<file path="src/rtl/adc_evt_pkg.sv">
package adc_evt_pkg;
  localparam int NUM_FLAGS = 5;
  localparam int FLG_SMP   = 0;
  localparam int FLG_RDAT  = 1;
  localparam int FLG_RSEQ  = 2;
  localparam int FLG_IDAT  = 3;
  localparam int FLG_ISEQ  = 4;
  typedef logic [NUM_FLAGS-1:0] flag_vec_t;
endpackage

</file>
<file path="src/rtl/evt_flag_cell.sv">
module evt_flag_cell (
  input  logic clk_i,
  input  logic rst_ni,
  input  logic set_i,
  input  logic clr_i,
  output logic flag_o
);
  logic flag_q;

  always_ff @(posedge clk_i or negedge rst_ni) begin
    if (!rst_ni)     flag_q <= 1'b0;
    else if (set_i)  flag_q <= 1'b1;
    else if (clr_i)  flag_q <= 1'b0;
  end

  assign flag_o = flag_q;

  a_r9_set_wins : assert property (@(posedge clk_i) disable iff (!rst_ni)
    set_i |=> flag_o);
  a_r11_clear : assert property (@(posedge clk_i) disable iff (!rst_ni)
    (clr_i && !set_i) |=> !flag_o);
  a_r8_hold : assert property (@(posedge clk_i) disable iff (!rst_ni)
    (!set_i && !clr_i) |=> $stable(flag_o));
endmodule

</file>
<file path="src/rtl/inj_slot_track.sv">
module inj_slot_track #(
  parameter int SLOTS  = 4,
  localparam int SLOT_W = $clog2(SLOTS)
) (
  input  logic              clk_i,
  input  logic              rst_ni,
  input  logic              load_i,
  input  logic [SLOT_W-1:0] slot_i,
  input  logic              rd_i,
  input  logic [SLOT_W-1:0] rd_slot_i,
  output logic [SLOT_W-1:0] slot_o,
  output logic              hit_o
);
  logic [SLOT_W-1:0] slot_q;

  always_ff @(posedge clk_i or negedge rst_ni) begin
    if (!rst_ni)     slot_q <= '0;
    else if (load_i) slot_q <= slot_i;
  end

  assign slot_o = slot_q;
  assign hit_o  = rd_i && (rd_slot_i == slot_q);

  a_r5_slot_load : assert property (@(posedge clk_i) disable iff (!rst_ni)
    load_i |=> (slot_o == $past(slot_i)));
  a_r6_slot_keep : assert property (@(posedge clk_i) disable iff (!rst_ni)
    !load_i |=> $stable(slot_o));
endmodule

</file>
<file path="src/rtl/irq_merge.sv">
module irq_merge #(
  parameter int N = 5
) (
  input  logic         clk_i,
  input  logic         rst_ni,
  input  logic [N-1:0] flags_i,
  input  logic [N-1:0] ien_i,
  output logic         irq_o
);
  logic irq_q;

  always_ff @(posedge clk_i or negedge rst_ni) begin
    if (!rst_ni) irq_q <= 1'b0;
    else         irq_q <= |(flags_i & ien_i);
  end

  assign irq_o = irq_q;

  a_r10_irq_lag : assert property (@(posedge clk_i) disable iff (!rst_ni)
    1'b1 |=> (irq_o == $past(|(flags_i & ien_i))));
endmodule

</file>
<file path="src/rtl/adc_evt_irq_ctrl.sv">
module adc_evt_irq_ctrl
  import adc_evt_pkg::*;
#(
  parameter int ADDR_W     = 4,
  parameter int DATA_W     = 8,
  parameter int INJ_SLOTS  = 4,
  parameter int A_STATUS   = 0,
  parameter int A_IEN      = 1,
  parameter int A_RDATA    = 2,
  parameter int A_INJ_BASE = 4,
  localparam int SLOT_W    = $clog2(INJ_SLOTS)
) (
  input  logic                 clk_i,
  input  logic                 rst_ni,
  input  logic                 smp_done_i,
  input  logic                 reg_rdy_i,
  input  logic                 reg_seq_last_i,
  input  logic                 inj_rdy_i,
  input  logic [SLOT_W-1:0]    inj_slot_i,
  input  logic                 inj_seq_done_i,
  input  logic                 bus_wr_i,
  input  logic                 bus_rd_i,
  input  logic [ADDR_W-1:0]    bus_addr_i,
  input  logic [DATA_W-1:0]    bus_wdata_i,
  output logic [NUM_FLAGS-1:0] flags_o,
  output logic                 irq_o
);
  localparam logic [ADDR_W-1:0] ADR_ST  = ADDR_W'(A_STATUS);
  localparam logic [ADDR_W-1:0] ADR_IE  = ADDR_W'(A_IEN);
  localparam logic [ADDR_W-1:0] ADR_RD  = ADDR_W'(A_RDATA);
  localparam logic [ADDR_W-1:0] ADR_INJ = ADDR_W'(A_INJ_BASE);
  localparam logic [ADDR_W-1:0] ADR_END = ADDR_W'(A_INJ_BASE + INJ_SLOTS);

  logic              wr_status, wr_ien, rd_rdata, rd_inj, inj_hit;
  logic [ADDR_W-1:0] inj_off;
  logic [SLOT_W-1:0] rd_slot, cur_slot;
  flag_vec_t         set_v, clr_v, flag_v, ien_q;

  assign wr_status = bus_wr_i && (bus_addr_i == ADR_ST);
  assign wr_ien    = bus_wr_i && (bus_addr_i == ADR_IE);
  assign rd_rdata  = bus_rd_i && (bus_addr_i == ADR_RD);
  assign rd_inj    = bus_rd_i && (bus_addr_i >= ADR_INJ) && (bus_addr_i < ADR_END);
  assign inj_off   = bus_addr_i - ADR_INJ;
  assign rd_slot   = inj_off[SLOT_W-1:0];

  inj_slot_track #(.SLOTS(INJ_SLOTS)) u_slot (
    .clk_i     (clk_i),
    .rst_ni    (rst_ni),
    .load_i    (inj_rdy_i),
    .slot_i    (inj_slot_i),
    .rd_i      (rd_inj),
    .rd_slot_i (rd_slot),
    .slot_o    (cur_slot),
    .hit_o     (inj_hit)
  );

  always_comb begin
    set_v           = '0;
    set_v[FLG_SMP]  = smp_done_i;
    set_v[FLG_RDAT] = reg_rdy_i;
    set_v[FLG_RSEQ] = reg_seq_last_i;
    set_v[FLG_IDAT] = inj_rdy_i;
    set_v[FLG_ISEQ] = inj_seq_done_i;

    clr_v = wr_status ? bus_wdata_i[NUM_FLAGS-1:0] : '0;
    // clear-on-read side effects for data-ready flags
    if (rd_rdata) clr_v[FLG_RDAT] = 1'b1;
    if (inj_hit)  clr_v[FLG_IDAT] = 1'b1;
  end

  for (genvar g = 0; g < NUM_FLAGS; g++) begin : g_flag
    evt_flag_cell u_cell (
      .clk_i  (clk_i),
      .rst_ni (rst_ni),
      .set_i  (set_v[g]),
      .clr_i  (clr_v[g]),
      .flag_o (flag_v[g])
    );
  end

  always_ff @(posedge clk_i or negedge rst_ni) begin
    if (!rst_ni)     ien_q <= '0;
    else if (wr_ien) ien_q <= bus_wdata_i[NUM_FLAGS-1:0];
  end

  irq_merge #(.N(NUM_FLAGS)) u_irq (
    .clk_i   (clk_i),
    .rst_ni  (rst_ni),
    .flags_i (flag_v),
    .ien_i   (ien_q),
    .irq_o   (irq_o)
  );

  assign flags_o = flag_v;

  a_r6_other_slot : assert property (@(posedge clk_i) disable iff (!rst_ni)
    (flags_o[FLG_IDAT] && rd_inj && (rd_slot != cur_slot) && !wr_status)
      |=> flags_o[FLG_IDAT]);
  a_r8_ien_write : assert property (@(posedge clk_i) disable iff (!rst_ni)
    (wr_ien && !(|set_v) && !bus_rd_i) |=> $stable(flags_o));
  a_r4_rseq_no_read_clr : assert property (@(posedge clk_i) disable iff (!rst_ni)
    (flags_o[FLG_RSEQ] && !bus_wr_i) |=> flags_o[FLG_RSEQ]);
  a_r2_smp_no_read_clr : assert property (@(posedge clk_i) disable iff (!rst_ni)
    (flags_o[FLG_SMP] && !bus_wr_i) |=> flags_o[FLG_SMP]);
endmodule

</file>
<file path="config.mk">
export PLATFORM = sky130hd
export DESIGN_NAME = adc_evt_irq_ctrl
export DESIGN_NICKNAME = d
export VERILOG_FILES = /design/src/rtl/adc_evt_pkg.sv /design/src/rtl/evt_flag_cell.sv /design/src/rtl/inj_slot_track.sv /design/src/rtl/irq_merge.sv /design/src/rtl/adc_evt_irq_ctrl.sv
export SDC_FILE = /design/constraint.sdc
export NUM_CORES = 1
export LEC_CHECK = 0
export BUFFER_PORTS_ARGS = -buffer_cell sky130_fd_sc_hd__buf_4
export CAP_MARGIN = 40
export CORE_AREA = 2 2 53 55
export CTS_CLUSTER_DIAMETER = 150
export DETAILED_ROUTE_END_ITERATION = 8
export DIE_AREA = 0 0 55 57
export GPL_ROUTABILITY_DRIVEN = 0
export GPL_TIMING_DRIVEN = 0
export PLACE_DENSITY = 0.5
export SYNTH_ARGS = -nofsm -noshare
export SYNTH_HDL_FRONTEND = slang
export SYNTH_HIERARCHICAL = 1
export SYNTH_SLANG_ARGS = --single-unit
</file>
<file path="constraint.sdc">
create_clock -name clk_i -period 1 [get_ports clk_i]
set_input_delay 0.15 -clock clk_i [delete_from_list [all_inputs] [get_ports clk_i]]
set_output_delay 0.15 -clock clk_i [all_outputs]
set_load 0.05 [all_outputs]
</file>
=== After elaboration in Yosys (flattened, before gate mapping) ===
Index checks and enable logic that the tools add are counted.

* Register bits after elaboration: 13
* Bits in latches: 0
* Memory bits (writable): 0
* ROM bits: 0
* Bits of input ports: 23
* Output and inout port bits: 6
* Logic and storage cells: 41
* Memories: 0

* Add/subtract/negate cells: 1
* Multipliers: 0
* Divide/modulo/power cells: 0
* Magnitude comparators: 2
* Equality and inequality tests: 3
* Shift operators: 0
* Multiplexer cells: 13
* Bitwise logic cells: 1
* Reduce and logical (&&, ||, !) cells: 13

{| class="wikitable"
|+ Operators by type and width
! kind !! count
|-
| 1-bit 2-to-1 mux || 12
|-
| 2-bit nonzero test || 5
|-
| 1-bit logical AND || 6
|-
| 5-bit bitwise AND || 1
|-
| 5-bit 2-to-1 mux || 1
|-
| 5-bit OR reduction || 1
|-
| 4-bit by 1-bit == test with 1-bit output (second input constant) || 1
|-
| 4-bit by 2-bit == test with 1-bit output (second input constant) || 1
|-
| 4-bit by 3-bit >= comparator with 1-bit output (second input constant) || 1
|-
| 4-bit zero test || 1
|-
| 4-bit less-than comparator (second input constant) || 1
|-
| 2-bit == test || 1
|-
| 2-bit by 1-bit subtractor with 2-bit output (second input constant) || 1
|}

=== Logic depth before layout (Yosys ltp) ===
* Depth in word-level cells: 7
* Gate-level depth with buffers: 6
* Mapped depth without buffers: 6

=== Hierarchy ===
The synthesis kept the hierarchy.

{| class="wikitable"
|+ Modules (own cells, without submodules)
! module !! instances !! cells an instance !! area an instance (um2) !! sequential area each (um2)
|-
| adc_evt_irq_ctrl || 1 || 22 || 295.3 || 125.1
|-
| evt_flag_cell || 5 || 3 || 36.3 || 25.0
|-
| inj_slot_track || 1 || 7 || 96.3 || 50.0
|-
| irq_merge || 1 || 4 || 46.3 || 25.0
|}

=== Worst setup path before layout ===
Ideal clock, no wire load.

* Kind: reg-to-reg
* From: register g_flag[3].u_cell.flag_q
* To: register u_irq.irq_q (netlist: u_irq/irq_o)
* Arrival: 0.999 ns
* Path slack: -0.131 ns
* Cell stages (with the launch flop): 3
* Buffers on the path: 0
* Period minus slack after synthesis: 1.131 ns
* Cell sequence: dfrtp_1 -> a222oi_1 -> nand2_1

* Longest elaborated chain between the ends: 2

{| class="wikitable"
|+ Ends and longest elaborated chain
! what !! RTL line !! RTL
|-
| from (decl) || evt_flag_cell.sv:8 || <nowiki>logic flag_q;</nowiki>
|-
| from (signal assigned) || evt_flag_cell.sv:11 || <nowiki>if (!rst_ni) flag_q <= 1'b0;</nowiki>
|-
| from (signal assigned) || evt_flag_cell.sv:12 || <nowiki>else if (set_i) flag_q <= 1'b1;</nowiki>
|-
| from (signal assigned) || evt_flag_cell.sv:13 || <nowiki>else if (clr_i) flag_q <= 1'b0;</nowiki>
|-
| 5-bit bitwise AND || irq_merge.sv:14 || <nowiki>else irq_q <= |(flags_i & ien_i);</nowiki>
|-
| 5-bit OR reduction || irq_merge.sv:14 ||
|-
| to (signal assigned) || irq_merge.sv:14 ||
|-
| to (decl) || irq_merge.sv:10 || <nowiki>logic irq_q;</nowiki>
|}

No other way between the ends.
A chain may end at the register's enable or synchronous reset.

=== Worst setup path in the final report ===
* From: register u_slot.slot_q[0] (netlist: u_slot/slot_o[0])
* To: register g_flag[3].u_cell.flag_q

* Longest elaborated chain between the ends: 4

{| class="wikitable"
|+ Ends and longest elaborated chain
! what !! RTL line !! RTL
|-
| from (decl) || inj_slot_track.sv:14 || <nowiki>logic [SLOT_W-1:0] slot_q;</nowiki>
|-
| from (signal assigned) || inj_slot_track.sv:18 || <nowiki>else if (load_i) slot_q <= slot_i;</nowiki>
|-
| 2-bit == test || inj_slot_track.sv:22 || <nowiki>assign hit_o = rd_i && (rd_slot_i == slot_q);</nowiki>
|-
| 1-bit logical AND || inj_slot_track.sv:22 ||
|-
| named net inj_hit || adc_evt_irq_ctrl.sv:34 || <nowiki>logic wr_status, wr_ien, rd_rdata, rd_inj, inj_hit;</nowiki>
|-
| 1-bit 2-to-1 mux || adc_evt_irq_ctrl.sv:68 || <nowiki>if (inj_hit) clr_v[FLG_IDAT] = 1'b1;</nowiki>
|-
| named net clr_v[3] || adc_evt_irq_ctrl.sv:37 || <nowiki>flag_vec_t set_v, clr_v, flag_v, ien_q;</nowiki>
|-
| 2-bit nonzero test (no line) || n/a ||
|}

The timed path passes the listed nets, and every way through them passes these cells.

==> flow_results.xml <==
<?xml version="1.0" encoding="UTF-8"?>
<metrics>
  <group name="outcome">
    <metric name="status" unit="">finished with violations</metric>
    <metric name="failed_checks" unit="">setup timing</metric>
  </group>
  <group name="setup_path">
    <metric name="critical_path.max_stage_delay" unit="ns">0.39</metric>
    <metric name="cpMaxStageDelayCell" unit="">dfrtp_1</metric>
    <metric name="crit_path_cell_trace" unit="">xnor2_1, and3_1, a21o_1, inv_1, a21o_1</metric>
    <metric name="largest_fanout_on_the_critical_path" unit="">2</metric>
    <metric name="setup.reg_to_reg.worst_slack" unit="ns">-0.03</metric>
    <metric name="cp_data_arrival_time" unit="ns">1.20</metric>
    <metric name="critical_path.reg2reg.startpoint" unit="">u_slot/slot_o[0]</metric>
    <metric name="critical_path_required" unit="ns">1.17</metric>
    <metric name="worst_r2r_endpoint" unit="">g_flag[3].u_cell/flag_o</metric>
    <metric name="worst-r2r-cell-count" unit="">5</metric>
    <metric name="endpoint_kind" unit="">flip-flop</metric>
    <metric name="criticalPathCategory" unit="">flip-flop to flip-flop</metric>
    <metric name="critPathMostFrequentCell" unit="">a21o_1</metric>
    <metric name="worstSetupStartpointType" unit="">flip-flop</metric>
  </group>
  <group name="sta">
    <metric name="timing.fmax" unit="MHz">972.3</metric>
    <metric name="hold_viol" unit="">0</metric>
    <metric name="layout_setup_ws" unit="ns">-0.02852</metric>
    <metric name="max_slew_margin" unit="%">80.94</metric>
    <metric name="clock-skew-final" unit="ns">0.001365</metric>
    <metric name="rsz0062_at_grt" unit="">yes</metric>
    <metric name="final.period_utilization" unit="%">102.9</metric>
    <metric name="minimum_clock_period_after_layout" unit="ns">1.029</metric>
    <metric name="timing_max_transition_violations_final" unit="">0</metric>
    <metric name="timing_worst_slew_pin_value" unit="ns">0.2858</metric>
    <metric name="worst_hold_slack" unit="ns">0.05092</metric>
    <metric name="tns" unit="ns">-0.05648</metric>
    <metric name="finalSetupViolations" unit="">3</metric>
  </group>
  <group name="finish">
    <metric name="layout.filler_cells" unit="">286</metric>
    <metric name="flow.area_growth_from_synthesis" unit="%">49.09</metric>
    <metric name="fin_area" unit="sq um">923.4</metric>
    <metric name="final_layout_size_suffix_gt1_share" unit="%">52.50</metric>
    <metric name="fin_cells" unit="">111</metric>
    <metric name="fin_nets" unit="">104</metric>
    <metric name="count_of_antenna_diodes_in_the_layout" unit="">0</metric>
    <metric name="final_core_util" unit="%">35.31</metric>
  </group>
  <group name="power">
    <metric name="power.sequential.fraction" unit="%">50.9</metric>
    <metric name="p_leak" unit="nW">0.4210</metric>
    <metric name="switching_share" unit="%">25.84</metric>
    <metric name="clock_power_share" unit="%">25.8</metric>
    <metric name="power.share.combinational" unit="%">23.2</metric>
    <metric name="total_power" unit="mW">1.239</metric>
    <metric name="netSwitchingPower" unit="uW">320.2</metric>
    <metric name="power.density_cell_area" unit="nW/um^2">1342</metric>
    <metric name="intPower" unit="uW">919.2</metric>
    <metric name="vdd_drop_max" unit="uV">905.5</metric>
  </group>
  <group name="global_routing">
    <metric name="gr-total-overflow" unit="">0</metric>
    <metric name="wire_length_of_the_first_global_routing_pass" unit="mm">2.159</metric>
    <metric name="antenna_found_initial" unit="">0</metric>
    <metric name="track_usage" unit="%">9.932</metric>
    <metric name="vias_in_the_first_global_route" unit="">491</metric>
    <metric name="grt_max_degree" unit="">14</metric>
  </group>
  <group name="worst_hold_path">
    <metric name="hold_path_startpoint" unit="">inj_seq_done_i</metric>
    <metric name="cells_on_worst_hold_path" unit="">2</metric>
    <metric name="timing.hold.worst.class" unit="">primary input to flip-flop</metric>
    <metric name="timing.hold.worst_endpoint" unit="">g_flag[4].u_cell/flag_o</metric>
  </group>
  <group name="routing">
    <metric name="avgViaCountPerCell" unit="">4.324</metric>
    <metric name="detail_route.drc_violations" unit="">0</metric>
    <metric name="wl_per_cell" unit="microns">11.54</metric>
    <metric name="drt_iter0_markers" unit="">8</metric>
    <metric name="vias_post_dr" unit="">480</metric>
    <metric name="finalWirelength" unit="mm">1.281</metric>
    <metric name="detailedRoute.firstPassIterationCount" unit="">4</metric>
    <metric name="route.antenna.remaining_nets" unit="">0</metric>
  </group>
  <group name="floorplan">
    <metric name="initial_utilization" unit="%">23.68</metric>
    <metric name="rows" unit="">19</metric>
    <metric name="io_pins" unit="">29</metric>
    <metric name="die-height" unit="microns">57</metric>
    <metric name="fp.coreArea" unit="sq um">2615</metric>
    <metric name="floorplan.die.width" unit="microns">55</metric>
    <metric name="die-area" unit="sq um">3135</metric>
  </group>
  <group name="synthesis">
    <metric name="synth.distinct_cells" unit="">17</metric>
    <metric name="synth-main-ff-cell" unit="">dfrtp_1</metric>
    <metric name="post_synth_main_area_contributors" unit="">dfrtp_1, mux2_4, a21o_1</metric>
    <metric name="synth-seq-area-share" unit="%">52.53</metric>
    <metric name="synthDominantCellAreaShare" unit="%">52.53</metric>
    <metric name="synth_warnings" unit="">6</metric>
    <metric name="postSynthCellCount" unit="">48</metric>
    <metric name="synthesis.area" unit="sq um">619.3</metric>
    <metric name="synth_area_per_cell" unit="sq um">12.90</metric>
    <metric name="mappedNetlistNets" unit="">71</metric>
    <metric name="synthMostInstantiatedCell" unit="">dfrtp_1</metric>
    <metric name="top_cells_by_instance_count_after_synthesis" unit="">dfrtp_1, a21o_1, inv_1, mux2_4, and2_1</metric>
    <metric name="postSynthRegisterBits" unit="">13</metric>
    <metric name="synthDominantAreaCellType" unit="">dfrtp_1</metric>
    <metric name="synth_edf_count" unit="">0</metric>
    <metric name="async_flop_share" unit="%">100.0</metric>
  </group>
  <group name="run">
    <metric name="max_cap_viol_count" unit="">0</metric>
  </group>
  <group name="placement">
    <metric name="detailed_place_hpwl" unit="microns">989.9</metric>
    <metric name="dp_worst_setup_slack" unit="ns">-0.1377</metric>
    <metric name="port-buffer-count" unit="">25</metric>
    <metric name="placed_cells" unit="">104</metric>
    <metric name="placed_cell_area" unit="sq um">849.6</metric>
  </group>
  <group name="clock_tree">
    <metric name="number_of_clock_sinks" unit="">13</metric>
    <metric name="clock_tree.root_cell" unit="">clkbuf_4</metric>
    <metric name="cts_made_buffers" unit="">3</metric>
    <metric name="clock_tree.htree_level_count" unit="">1</metric>
    <metric name="clk_pin_slew_worst_paths" unit="ns">0.08</metric>
    <metric name="tritoncts" unit="">done</metric>
    <metric name="clock_path_buffers" unit="">2</metric>
    <metric name="clk-insertion-delay-late" unit="ns">0.27</metric>
  </group>
</metrics>
==> kinds of logic after synthesis <==
group	Yosys count	synth area share (%)
flops	13	52.52
simple gates	12	14.55
compound gates	9	11.31
mux	7	15.76
buf+inv	5	3.031
xor+xnor	2	2.829
==> power groups by stage <==
stage	clock, mW	combinational, mW	sequential, mW
2_1_floorplan	0	0.126	0.673
3_3_place_gp	0	0.279	0.638
3_5_place_dp	0	0.280	0.641
4_1_cts	0.339	0.294	0.632
5_1_grt	0.373	0.312	0.639
6_report	0.320	0.288	0.631
==> state kept, by name, indices dropped and copies added (netlist names) <==
name	count
g_flag.u_cell/flag_o	5
ien_q	5
u_irq/irq_o	1
u_slot/slot_o	2
==> layout by cell type, fill, tap and decap left out, types with 2 or more instances in the layout <==
cell type | netlist | final
a21o_1 | 6 | 6
a22oi_1 | 2 | 2
and2_1 | 3 | 3
buf_4 | 0 | 22
buf_6 | 0 | 4
clkbuf_4 | 0 | 3
dfrtp_1 | 13 | 10
dfrtp_2 | 0 | 3
inv_1 | 5 | 5
mux2_1 | 2 | 2
mux2_4 | 5 | 5
nand2_1 | 2 | 2
xnor2_1 | 2 | 2
==> per-layer routing <==
layer	track usage [%]	wire length, microns	up-vias
met5	0	0	-
met3	5.497	123	0
met1	11.46	522	229
met2	15.99	634	20
li1	-	-	231
met4	2.091	0	0
==> critical path: cells and delay by family, from the launching register on <==
family                    cells  cell delay (ns)
AOI/OAI and AO/OA             2             0.22
xor gates and xnor gates      1             0.12
DFF                           1             0.39
and+or+nand+nor               1             0.17
buffers and inverters         1             0.03
==> how the worst max path moves through the flow <==
| stage | cells past startpoint | endpoint | start | slack, ns |
|---|---|---|---|---|
| floorplan | 2 | u_irq/irq_o | g_flag[3].u_cell/flag_o | -0.02 |
| global placement | 6 | g_flag[0].u_cell/flag_o | bus_addr_i[3] | -0.12 |
| detailed placement | 6 | g_flag[0].u_cell/flag_o | bus_addr_i[3] | -0.14 |
| CTS | 5 | g_flag[3].u_cell/flag_o | u_slot/slot_o[0] | -0.04 |
| global route | 5 | g_flag[3].u_cell/flag_o | u_slot/slot_o[1] | -0.09 |
| finish | 5 | g_flag[3].u_cell/flag_o | u_slot/slot_o[0] | -0.03 |
==> final cells by class <==
| cell class | count | area [sq um] | area share, % |
|---|---|---|---|
| Clock buffer | 4 | 26.28 | 2.846 |
| Inverter | 5 | 18.77 | 2.033 |
| Multi-Input combinational cell | 30 | 275.3 | 29.81 |
| Sequential cell | 13 | 329.1 | 35.64 |
| Tap cell | 31 | 38.79 | 4.201 |
| Timing Repair Buffer | 28 | 235.2 | 25.47 |
==> repair_timing <==
item | CTS | global route
hold endpoints to repair | 13 | 0
setup endpoints to repair | 6 | 7
resized for setup | 6 | 0
pin swaps | 3 | 0
hold buffers | 1 | 0
buffers inserted | 2 | 0
cloned | 0 | 0
Power figures use the tool's default switching activity.
